==> config.mk <==
export PLATFORM = sky130hd
export DESIGN_NAME = uart_ctl_core
export DESIGN_NICKNAME = d
export VERILOG_FILES = /design/src/rtl/uart_ctl_pkg.sv /design/src/rtl/uart_cmd_decode.sv /design/src/rtl/uart_rx_fifo.sv /design/src/rtl/uart_ctl_core.sv
export SDC_FILE = /design/constraint.sdc
export NUM_CORES = 1
export LEC_CHECK = 0
export ABC_AREA = 1
export BUFFER_PORTS_ARGS = -buffer_cell sky130_fd_sc_hd__buf_2
export CAP_MARGIN = 20
export CORE_MARGIN = 1.5
export CORE_UTILIZATION = 50
export DETAILED_ROUTE_END_ITERATION = 16
export PLACE_DENSITY = 0.68
export SETUP_SLACK_MARGIN = 0.02
export SLEW_MARGIN = 20
export SYNTH_ARGS = -nofsm -noshare
export SYNTH_HDL_FRONTEND = slang
export SYNTH_SLANG_ARGS = --single-unit
==> constraint.sdc <==
create_clock -name clk -period 4.8 [get_ports clk]
set_clock_uncertainty 0.05 [all_clocks]
set_input_delay 0.96 -clock clk [delete_from_list [all_inputs] [get_ports clk]]
set_output_delay 0.96 -clock clk [all_outputs]
set_load 0.02 [all_outputs]
==> src/rtl/uart_ctl_pkg.sv <==
package uart_ctl_pkg;

    // register byte addresses
    localparam int unsigned ADR_MODE = 'h00;
    localparam int unsigned ADR_STAT = 'h04;
    localparam int unsigned ADR_CMD  = 'h08;
    localparam int unsigned ADR_DATA = 'h0C;
    localparam int unsigned ADR_IRQ  = 'h14;

    // miscellaneous command codes, field [6:4]
    localparam logic [2:0] MISC_PTR_RST = 3'd1;
    localparam logic [2:0] MISC_RX_RST  = 3'd2;
    localparam logic [2:0] MISC_TX_RST  = 3'd3;
    localparam logic [2:0] MISC_BRK_CLR = 3'd5;

    // enable field codes for [3:2] and [1:0]
    localparam logic [1:0] EN_ON  = 2'd1;
    localparam logic [1:0] EN_OFF = 2'd2;

    // mode byte 1 bit that selects the receive interrupt source
    localparam int unsigned MODE1_RXSEL_BIT = 6;

    typedef struct packed {
        logic ptr_rst;
        logic rx_rst;
        logic tx_rst;
        logic brk_clr;
        logic tx_on;
        logic tx_off;
        logic rx_on;
        logic rx_off;
    } cmd_act_t;

endpackage

==> src/rtl/uart_cmd_decode.sv <==
module uart_cmd_decode
    import uart_ctl_pkg::*;
(
    input  logic       cmd_wr,
    input  logic [7:0] cmd_byte,
    output cmd_act_t   act
);
    logic [2:0] misc_f;
    logic [1:0] tx_f;
    logic [1:0] rx_f;

    assign misc_f = cmd_byte[6:4];
    assign tx_f   = cmd_byte[3:2];
    assign rx_f   = cmd_byte[1:0];

    always_comb begin
        act         = '0;
        act.ptr_rst = cmd_wr && (misc_f == MISC_PTR_RST);
        act.rx_rst  = cmd_wr && (misc_f == MISC_RX_RST);
        act.tx_rst  = cmd_wr && (misc_f == MISC_TX_RST);
        act.brk_clr = cmd_wr && (misc_f == MISC_BRK_CLR);
        act.tx_on   = cmd_wr && (tx_f == EN_ON);
        act.tx_off  = cmd_wr && (tx_f == EN_OFF);
        act.rx_on   = cmd_wr && (rx_f == EN_ON);
        act.rx_off  = cmd_wr && (rx_f == EN_OFF);
    end

endmodule

==> src/rtl/uart_rx_fifo.sv <==
module uart_rx_fifo #(
    parameter int unsigned DEPTH  = 4,
    parameter int unsigned WIDTH  = 8,
    localparam int unsigned CNT_W = $clog2(DEPTH + 1)
) (
    input  logic             clk,
    input  logic             rst_n,
    input  logic             flush,
    input  logic             pop,
    input  logic             push,
    input  logic [WIDTH-1:0] push_data,
    input  logic             brk_push,
    output logic [WIDTH-1:0] head,
    output logic             nonempty,
    output logic             full
);
    typedef struct packed {
        logic [DEPTH-1:0][WIDTH-1:0] ent;
        logic [CNT_W-1:0]            cnt;
    } fifo_st_t;

    fifo_st_t q, d;

    localparam logic [CNT_W-1:0] FULL_CNT = CNT_W'(DEPTH);

    always_comb begin
        logic [CNT_W-1:0] c;
        d = q;
        c = q.cnt;
        if (flush) begin
            d.cnt = '0;
        end else begin
            if (pop && (c != '0)) begin
                for (int i = 0; i < int'(DEPTH) - 1; i++) begin
                    d.ent[i] = q.ent[i+1];
                end
                c = c - 1'b1;
            end
            if (brk_push) begin
                if (c == FULL_CNT) begin
                    d.ent[DEPTH-1] = '0;
                end else begin
                    for (int i = 0; i < int'(DEPTH); i++) begin
                        if (CNT_W'(i) == c) d.ent[i] = '0;
                    end
                    c = c + 1'b1;
                end
            end else if (push && (c != FULL_CNT)) begin
                for (int i = 0; i < int'(DEPTH); i++) begin
                    if (CNT_W'(i) == c) d.ent[i] = push_data;
                end
                c = c + 1'b1;
            end
            d.cnt = c;
        end
    end

    always_ff @(posedge clk or negedge rst_n) begin
        if (!rst_n) q <= '0;
        else        q <= d;
    end

    assign head     = q.ent[0];
    assign nonempty = (q.cnt != '0);
    assign full     = (q.cnt == FULL_CNT);

endmodule

==> src/rtl/uart_ctl_core.sv <==
module uart_ctl_core
    import uart_ctl_pkg::*;
#(
    parameter int unsigned ADDR_W     = 5,
    parameter int unsigned FIFO_DEPTH = 4
) (
    input  logic              clk,
    input  logic              rst_n,
    input  logic [ADDR_W-1:0] reg_addr,
    input  logic              reg_wr,
    input  logic              reg_rd,
    input  logic [7:0]        reg_wdata,
    output logic [7:0]        reg_rdata,
    input  logic              rx_valid,
    input  logic [7:0]        rx_data,
    output logic              rx_ready,
    input  logic              brk_evt,
    output logic              tx_valid,
    output logic [7:0]        tx_data,
    output logic              irq
);
    localparam logic [ADDR_W-1:0] A_MODE = ADDR_W'(ADR_MODE);
    localparam logic [ADDR_W-1:0] A_STAT = ADDR_W'(ADR_STAT);
    localparam logic [ADDR_W-1:0] A_CMD  = ADDR_W'(ADR_CMD);
    localparam logic [ADDR_W-1:0] A_DATA = ADDR_W'(ADR_DATA);
    localparam logic [ADDR_W-1:0] A_IRQ  = ADDR_W'(ADR_IRQ);

    typedef struct packed {
        logic [7:0] mode1;
        logic [7:0] mode2;
        logic       mode_sel;
        logic       tx_en;
        logic       rx_en;
        logic       tx_empty;
        logic       tx_rdy;
        logic [7:0] tx_hold;
        logic       brk_flag;
        logic [7:0] mask;
    } core_st_t;

    core_st_t q, d;
    cmd_act_t act;

    logic [7:0] fifo_head;
    logic       fifo_nonempty;
    logic       fifo_full;
    logic       fifo_pop;
    logic       fifo_push;
    logic [7:0] status_w;
    logic [7:0] isr_w;
    logic       rx_src;

    uart_cmd_decode u_dec (
        .cmd_wr   (reg_wr && (reg_addr == A_CMD)),
        .cmd_byte (reg_wdata),
        .act      (act)
    );

    assign rx_ready  = q.rx_en && !fifo_full;
    assign fifo_push = rx_valid && rx_ready;
    assign fifo_pop  = reg_rd && (reg_addr == A_DATA);

    uart_rx_fifo #(
        .DEPTH (FIFO_DEPTH),
        .WIDTH (8)
    ) u_fifo (
        .clk       (clk),
        .rst_n     (rst_n),
        .flush     (act.rx_rst),
        .pop       (fifo_pop),
        .push      (fifo_push),
        .push_data (rx_data),
        .brk_push  (brk_evt),
        .head      (fifo_head),
        .nonempty  (fifo_nonempty),
        .full      (fifo_full)
    );

    assign tx_valid = q.tx_en && !q.tx_empty;
    assign tx_data  = q.tx_hold;

    always_comb begin
        d = q;
        // mode bytes and pointer
        if (reg_wr && (reg_addr == A_MODE)) begin
            if (q.mode_sel) d.mode2 = reg_wdata;
            else            d.mode1 = reg_wdata;
        end
        if ((reg_wr || reg_rd) && (reg_addr == A_MODE)) d.mode_sel = 1'b1;
        if (act.ptr_rst) d.mode_sel = 1'b0;

        // transmit path
        if (tx_valid) begin
            d.tx_empty = 1'b1;
            d.tx_rdy   = 1'b1;
        end
        if (reg_wr && (reg_addr == A_DATA)) begin
            d.tx_hold  = reg_wdata;
            d.tx_empty = 1'b0;
            d.tx_rdy   = 1'b0;
        end
        if (act.tx_rst) begin
            d.tx_empty = 1'b1;
            d.tx_rdy   = 1'b0;
        end
        if (act.tx_on) begin
            d.tx_en = 1'b1;
            if (d.tx_empty) d.tx_rdy = 1'b1;
        end
        if (act.tx_off) begin
            d.tx_en  = 1'b0;
            d.tx_rdy = 1'b0;
        end

        // receive enable
        if (act.rx_on)  d.rx_en = 1'b1;
        if (act.rx_off) d.rx_en = 1'b0;

        // break flag: a new break wins over a clear in the same cycle
        if (act.brk_clr) d.brk_flag = 1'b0;
        if (brk_evt)     d.brk_flag = 1'b1;

        if (reg_wr && (reg_addr == A_IRQ)) d.mask = reg_wdata;
    end

    always_ff @(posedge clk or negedge rst_n) begin
        if (!rst_n) begin
            q          <= '0;
            q.tx_empty <= 1'b1;
        end else begin
            q <= d;
        end
    end

    assign status_w = {4'b0000, q.tx_empty, q.tx_rdy, fifo_full, fifo_nonempty};
    assign rx_src   = q.mode1[MODE1_RXSEL_BIT] ? fifo_full : fifo_nonempty;
    assign isr_w    = {5'b00000, q.brk_flag, rx_src, q.tx_rdy};
    assign irq      = |(isr_w & q.mask);

    always_comb begin
        unique case (reg_addr)
            A_MODE:  reg_rdata = q.mode_sel ? q.mode2 : q.mode1;
            A_STAT:  reg_rdata = status_w;
            A_DATA:  reg_rdata = fifo_nonempty ? fifo_head : 8'h00;
            A_IRQ:   reg_rdata = isr_w;
            default: reg_rdata = 8'h00;
        endcase
    end

endmodule

# Yosys cells after proc, flatten, opt, wreduce, memory -nomap -nowiden
# Index checks and enable logic that the tools add are counted.
# word_totals
register_bits	73
latchBits	0
mem_bits_rw	0
romBits	0
in_bits	27
output_inout_bits	19
wordCells	111
n_memories	0
# op_classes
add_sub_neg	2
mul	0
n_div	0
n_lt_le_gt_ge	0
n_eq_ne	18
shift	0
n_mux	37
bitwise	3
n_reduce_logical	36
# ops
operator	count
8-bit 2-to-1 mux	11
32-bit 2-to-1 mux	2
24-bit 2-to-1 mux	2
8-bit case mux with 4 select lines	1
1-bit logical AND	19
3-bit 2-to-1 mux	6
2-bit nonzero test	7
1-bit 2-to-1 mux	12
5-bit by 4-bit == test with 1-bit output, second input constant	2
10-bit 2-to-1 mux	1
3-bit == test, second input constant	3
3-bit by 8-bit bitwise AND with 8-bit output	1
8-bit OR reduction	1
2-bit by 3-bit == test with 1-bit output, first input constant	2
3-bit by 2-bit == test with 1-bit output, second input constant	2
5-bit by 3-bit == test with 1-bit output, second input constant	1
5-bit == test, second input constant	1
5-bit logical NOT	1
2-bit by 1-bit == test with 1-bit output, second input constant	2
2-bit == test, second input constant	2
2-bit 2-to-1 mux	2
2-bit AND reduction	2
4-bit AND reduction	1
3-bit by 1-bit adder with 3-bit output, second input constant	1
other kinds (9)	11

# Logic depth before layout (Yosys ltp)
# depth
word_depth	10
depth_mapped	15
depth_no_buf	15

# Hierarchy
# A second synthesis with hierarchy kept.
# hier_totals
cells_unflattened	617
area_unflattened_um2	4305.4
# by_module_without_submodules
mod	instances	cells_per_inst	area_per_inst_um2	seq_area_each_um2
uart_rx_fifo	1	375	2477.4	875.8
uart_ctl_core	1	222	1747.9	827.0
uart_cmd_decode	1	20	80.1	0.0

# Worst setup path before layout
# Ideal clock, no wire load.
# synth_timing
path_type	input to output
startpoint	input reg_addr[1]
endpoint	output reg_rdata[3]
arrival_time_ps	2272
required_ps	3790
path_slack_ps	1518
stages	5
path_buffers	0
path_cell_list	nor2_1 -> inv_1 -> nor2_1 -> nand3_1 -> o311ai_0
# synth_via
elab_chain_len	2
elab_cells_between_ends	5
classes_between	eq/ne (3); mux (1); reduce/logical (1)
# synth_rtl
item	line	text
start, declared	uart_ctl_core.sv:9	input logic [ADDR_W-1:0] reg_addr,
5-bit == test (tied with other cells)	uart_ctl_core.sv:141	unique case (reg_addr)
8-bit case mux with 4 select lines *	uart_ctl_core.sv:141	
end, declared	uart_ctl_core.sv:13	output logic [7:0] reg_rdata,
# Every way passes the cells marked *; elsewhere a longest branch is shown, timed or not.

# Worst setup path after layout
# layout_timing
startpoint	input reg_addr[1]
endpoint	output reg_rdata[2]
# The elaborated chain is that of the path after synthesis.

==> key figures <==
Clocking
  – Clock Latency Late Sink: 0.35 ns
  – CTS tree: done
  – Cts bufs inserted: 9
  – CTS root buffer: clkbuf_8
  – Hold bufs inserted after CTS: 0
  – Post-CTS resize count: 0
  – H-tree levels: 3
  – Worst-path clk slew: about 0.08 ns
  – Post-CTS setup buffers: 0
  – Clk sinks: 68
  – CTS Buffer Depth: 2

Floorplan
  – Die area: a little under 9000 um2
  – Starting Density: 52.12%
  – DIE WIDTH: about 93 um
  – Ports: 46
  – Die Y: 93.21 um
  – FP Rows: 32
  – Core box area: between 7000 and 8000 um2

Outcome
  – Status: completed

Layout
  – Design Area, Final: ~4500 um2
  – Final nets: ~640
  – Area growth from synthesis to layout: 11.65%
  – Number of inserted diodes: 0
  – Final std cells w/o fill: 716
  – Fraction of layout cells with a size suffix above 1: ~14%

STA
  – Fin Hold WS: 0.4368 ns
  – Final Hold Fails: 0
  – Final setup viols: 0
  – Relative slew margins: 46.93%
  – Slew Viols, Final: 0
  – Period utilization: between 60% and 70%
  – RSZ-0062 raised after global routing: false
  – Setup TNS: 0 ns
  – Fin crit period: between 3 and 4 ns
  – Worst-margin pin slew: ~0.80 ns
  – FMAX: between 300 and 400 MHz

Logic synthesis
  – Ys flop type: dfrtp_1
  – Flop and latch count out of synthesis: 68
  – Cell taking the most area after synthesis: dfrtp_1
  – Yosys top cell area share: 41.21%
  – Ys async rst share: 100.0%
  – Syn. warnings: 0
  – Synthesized area: approximately 4000 um2
  – Netlist cell types: 36
  – Post-Syn Nets: 606
  – Synth area leaders: dfrtp_1 41%, nand2_1 17%, nand3_1 8.2%, inv_1 7.9%, o21ai_0 6.8%
  – Sequential fraction of the synthesis area: 41.85%
  – EDFF count, synth: 0
  – Post-synthesis cell count: ~580
  – Syn avg cell area: ~7.1 um2

Detailed routing
  – # DRC: 0
  – Vias: 3806
  – Drt first-iter violations: roughly 360
  – Routed length per placed instance: 13.98 um
  – Total iterations of the first detailed-routing run: 5
  – DRT Wirelength: ~10 mm
  – Remaining antenna violation count: 0
  – Vias per cell: around 5.3

Place
  – RD Place Congestion: around 1
  – IO buf count: between 40 and 50
  – Area post-placement: between 4000 and 5000 um2
  – Placed cells: 700
  – HPWL Detailed: 7.124 mm

Critical path
  – Critical-path cell list: buf_2 > nor2_1 > inv_1 > nor2_1 > nand3_1 > a21oi_1 > a21oi_1 > o221ai_1 > buf_2
  – Critical path's slowest cell: nand3_1
  – CP startpoint kind: primary input
  – CP peak stage delay: 0.22 ns
  – Cell class contributing the biggest share of worst-path delay: simple AND/OR/NAND/NOR gates
  – WP data arrival: between 2 and 2.5 ns
  – Max FO, Critical Path: 6
  – Worst endpoint required time: about 3.8 ns
  – Crit path kind: in2out
  – Nature of the critical path endpoint: output pin
  – Worst Path Buf+Inv: 3

GRT
  – GRT Total Usage: between 20% and 30%
  – Initial antenna violation count: 0
  – First-pass GRT wire length: between 15 and 20 mm
  – Vias in the first global route: 3504
  – Total global routing overflow: 0
  – Largest net degree at the start of global routing: 54

Job
  – MaxCap Viol Count: 0

Min path
  – Hold Path Class: reg2reg

Power
  – Peak supply drop: 0.2202 mV
  – Cell Pwr Density: roughly 460 nW/um2
  – Pleak: between 2 and 3 nW
-- final timing paths --
path                           endpoint  depth (start not counted)   startpoint  slack (ns)
max reg2reg                u_fifo.q[33]                         15  u_fifo.q[0]        2.13
min reg2reg                  tx_data[4]                          2   tx_data[4]        0.44
max                        reg_rdata[2]                          9  reg_addr[1]        1.58
min                          tx_data[4]                          2   tx_data[4]        0.44
min in group asynchronous    tx_data[7]                          1        rst_n        0.58
max in group asynchronous  u_fifo.q[19]                          2        rst_n        3.14
-- synthesized netlist by cell type (2+ instances only) --
library cell	number
nand2_1	180
inv_1	86
dfrtp_1	67
nand3_1	67
o21ai_0	55
nor2_1	30
a21oi_1	17
buf_4	10
clkbuf_1	10
nand2_2	8
nand2_4	4
o221ai_1	4
buf_2	3
ha_1	3
inv_2	3
nand4_1	3
nor2_4	3
nor3_1	3
buf_1	2
nor2_8	2
-- routing by layer --
metal	global-route usage [%]	vias up	wire, um
met5	0	-	0
met4	8.712	0	206
met3	4.472	20	499
met2	34.73	112	4310
met1	38.34	1801	4993
li1	-	1873	-
-- power by group --
part | switching, mW | internal, mW | leakage (nW)
registers | 0.0893 | 0.728 | 0.879
clock network | 0.233 | 0.346 | 0.113
logic | 0.472 | 0.238 | 1.52
-- cell type report --
type,instances,area (um2)
Clock buffer,10,127.6
Clock inverter,6,113.9
Timing Repair Buffer,47,240.2
Fill cell,748,3264
Multi-Input combinational cell,392,1877
Sequential cell,68,1703
Inverter,91,354.1
Tap cell,102,127.6
-- stage by stage --
step	worst slack (ns)	total power, mW	util, %
after global placement	1.646	1.507	55.10
after detailed placement	1.613	1.525	55.10
final	1.583	2.106	58.19
after CTS	1.623	2.105	58.19
after global routing	1.432	2.253	58.19
after floorplan	1.518	1.361	-
-- worst register-to-register path: cells and delay by family, from the launching register on --
kind                       cells  cell delay (ns)
buffers and inverters          2             0.16
DFF                            1             0.37
adders and majority gates      2             0.38
and+or+nand+nor                9             1.19
AOI/OAI and AO/OA              2             0.41
-- flip-flops by register name, summed over array words and instances (netlist names) --
signal / cells
isr_w: 2
u_fifo.head: 8
tx_data: 8
u_fifo.q: 27
q: 23
-- cells by family after synthesis --
family,after synthesis,share of synthesized area [%]
adder cells (fa/ha/maj),3,0.9226
XOR/XNOR,1,0.2153
flip-flops,68,41.85
AO/OA/AOI/OAI,83,11.22
buffers and inverters,116,12.02
AND/OR/NAND/NOR,305,33.76
-- cell usage in the layout (no fill, tap or decap), drive strengths merged, types with 2 or more instances in the layout --
master      n
nand2     192
inv        89
nand3      69
dfrtp      67
o21ai      55
buf        47
nor2       35
a21oi      18
clkbuf     10
o221ai      4
nand4       3
nor3        3
ha          3
bufinv      3
clkinv      3
clkinvlp    2
No activity file was read; power rests on OpenSTA's default activity.
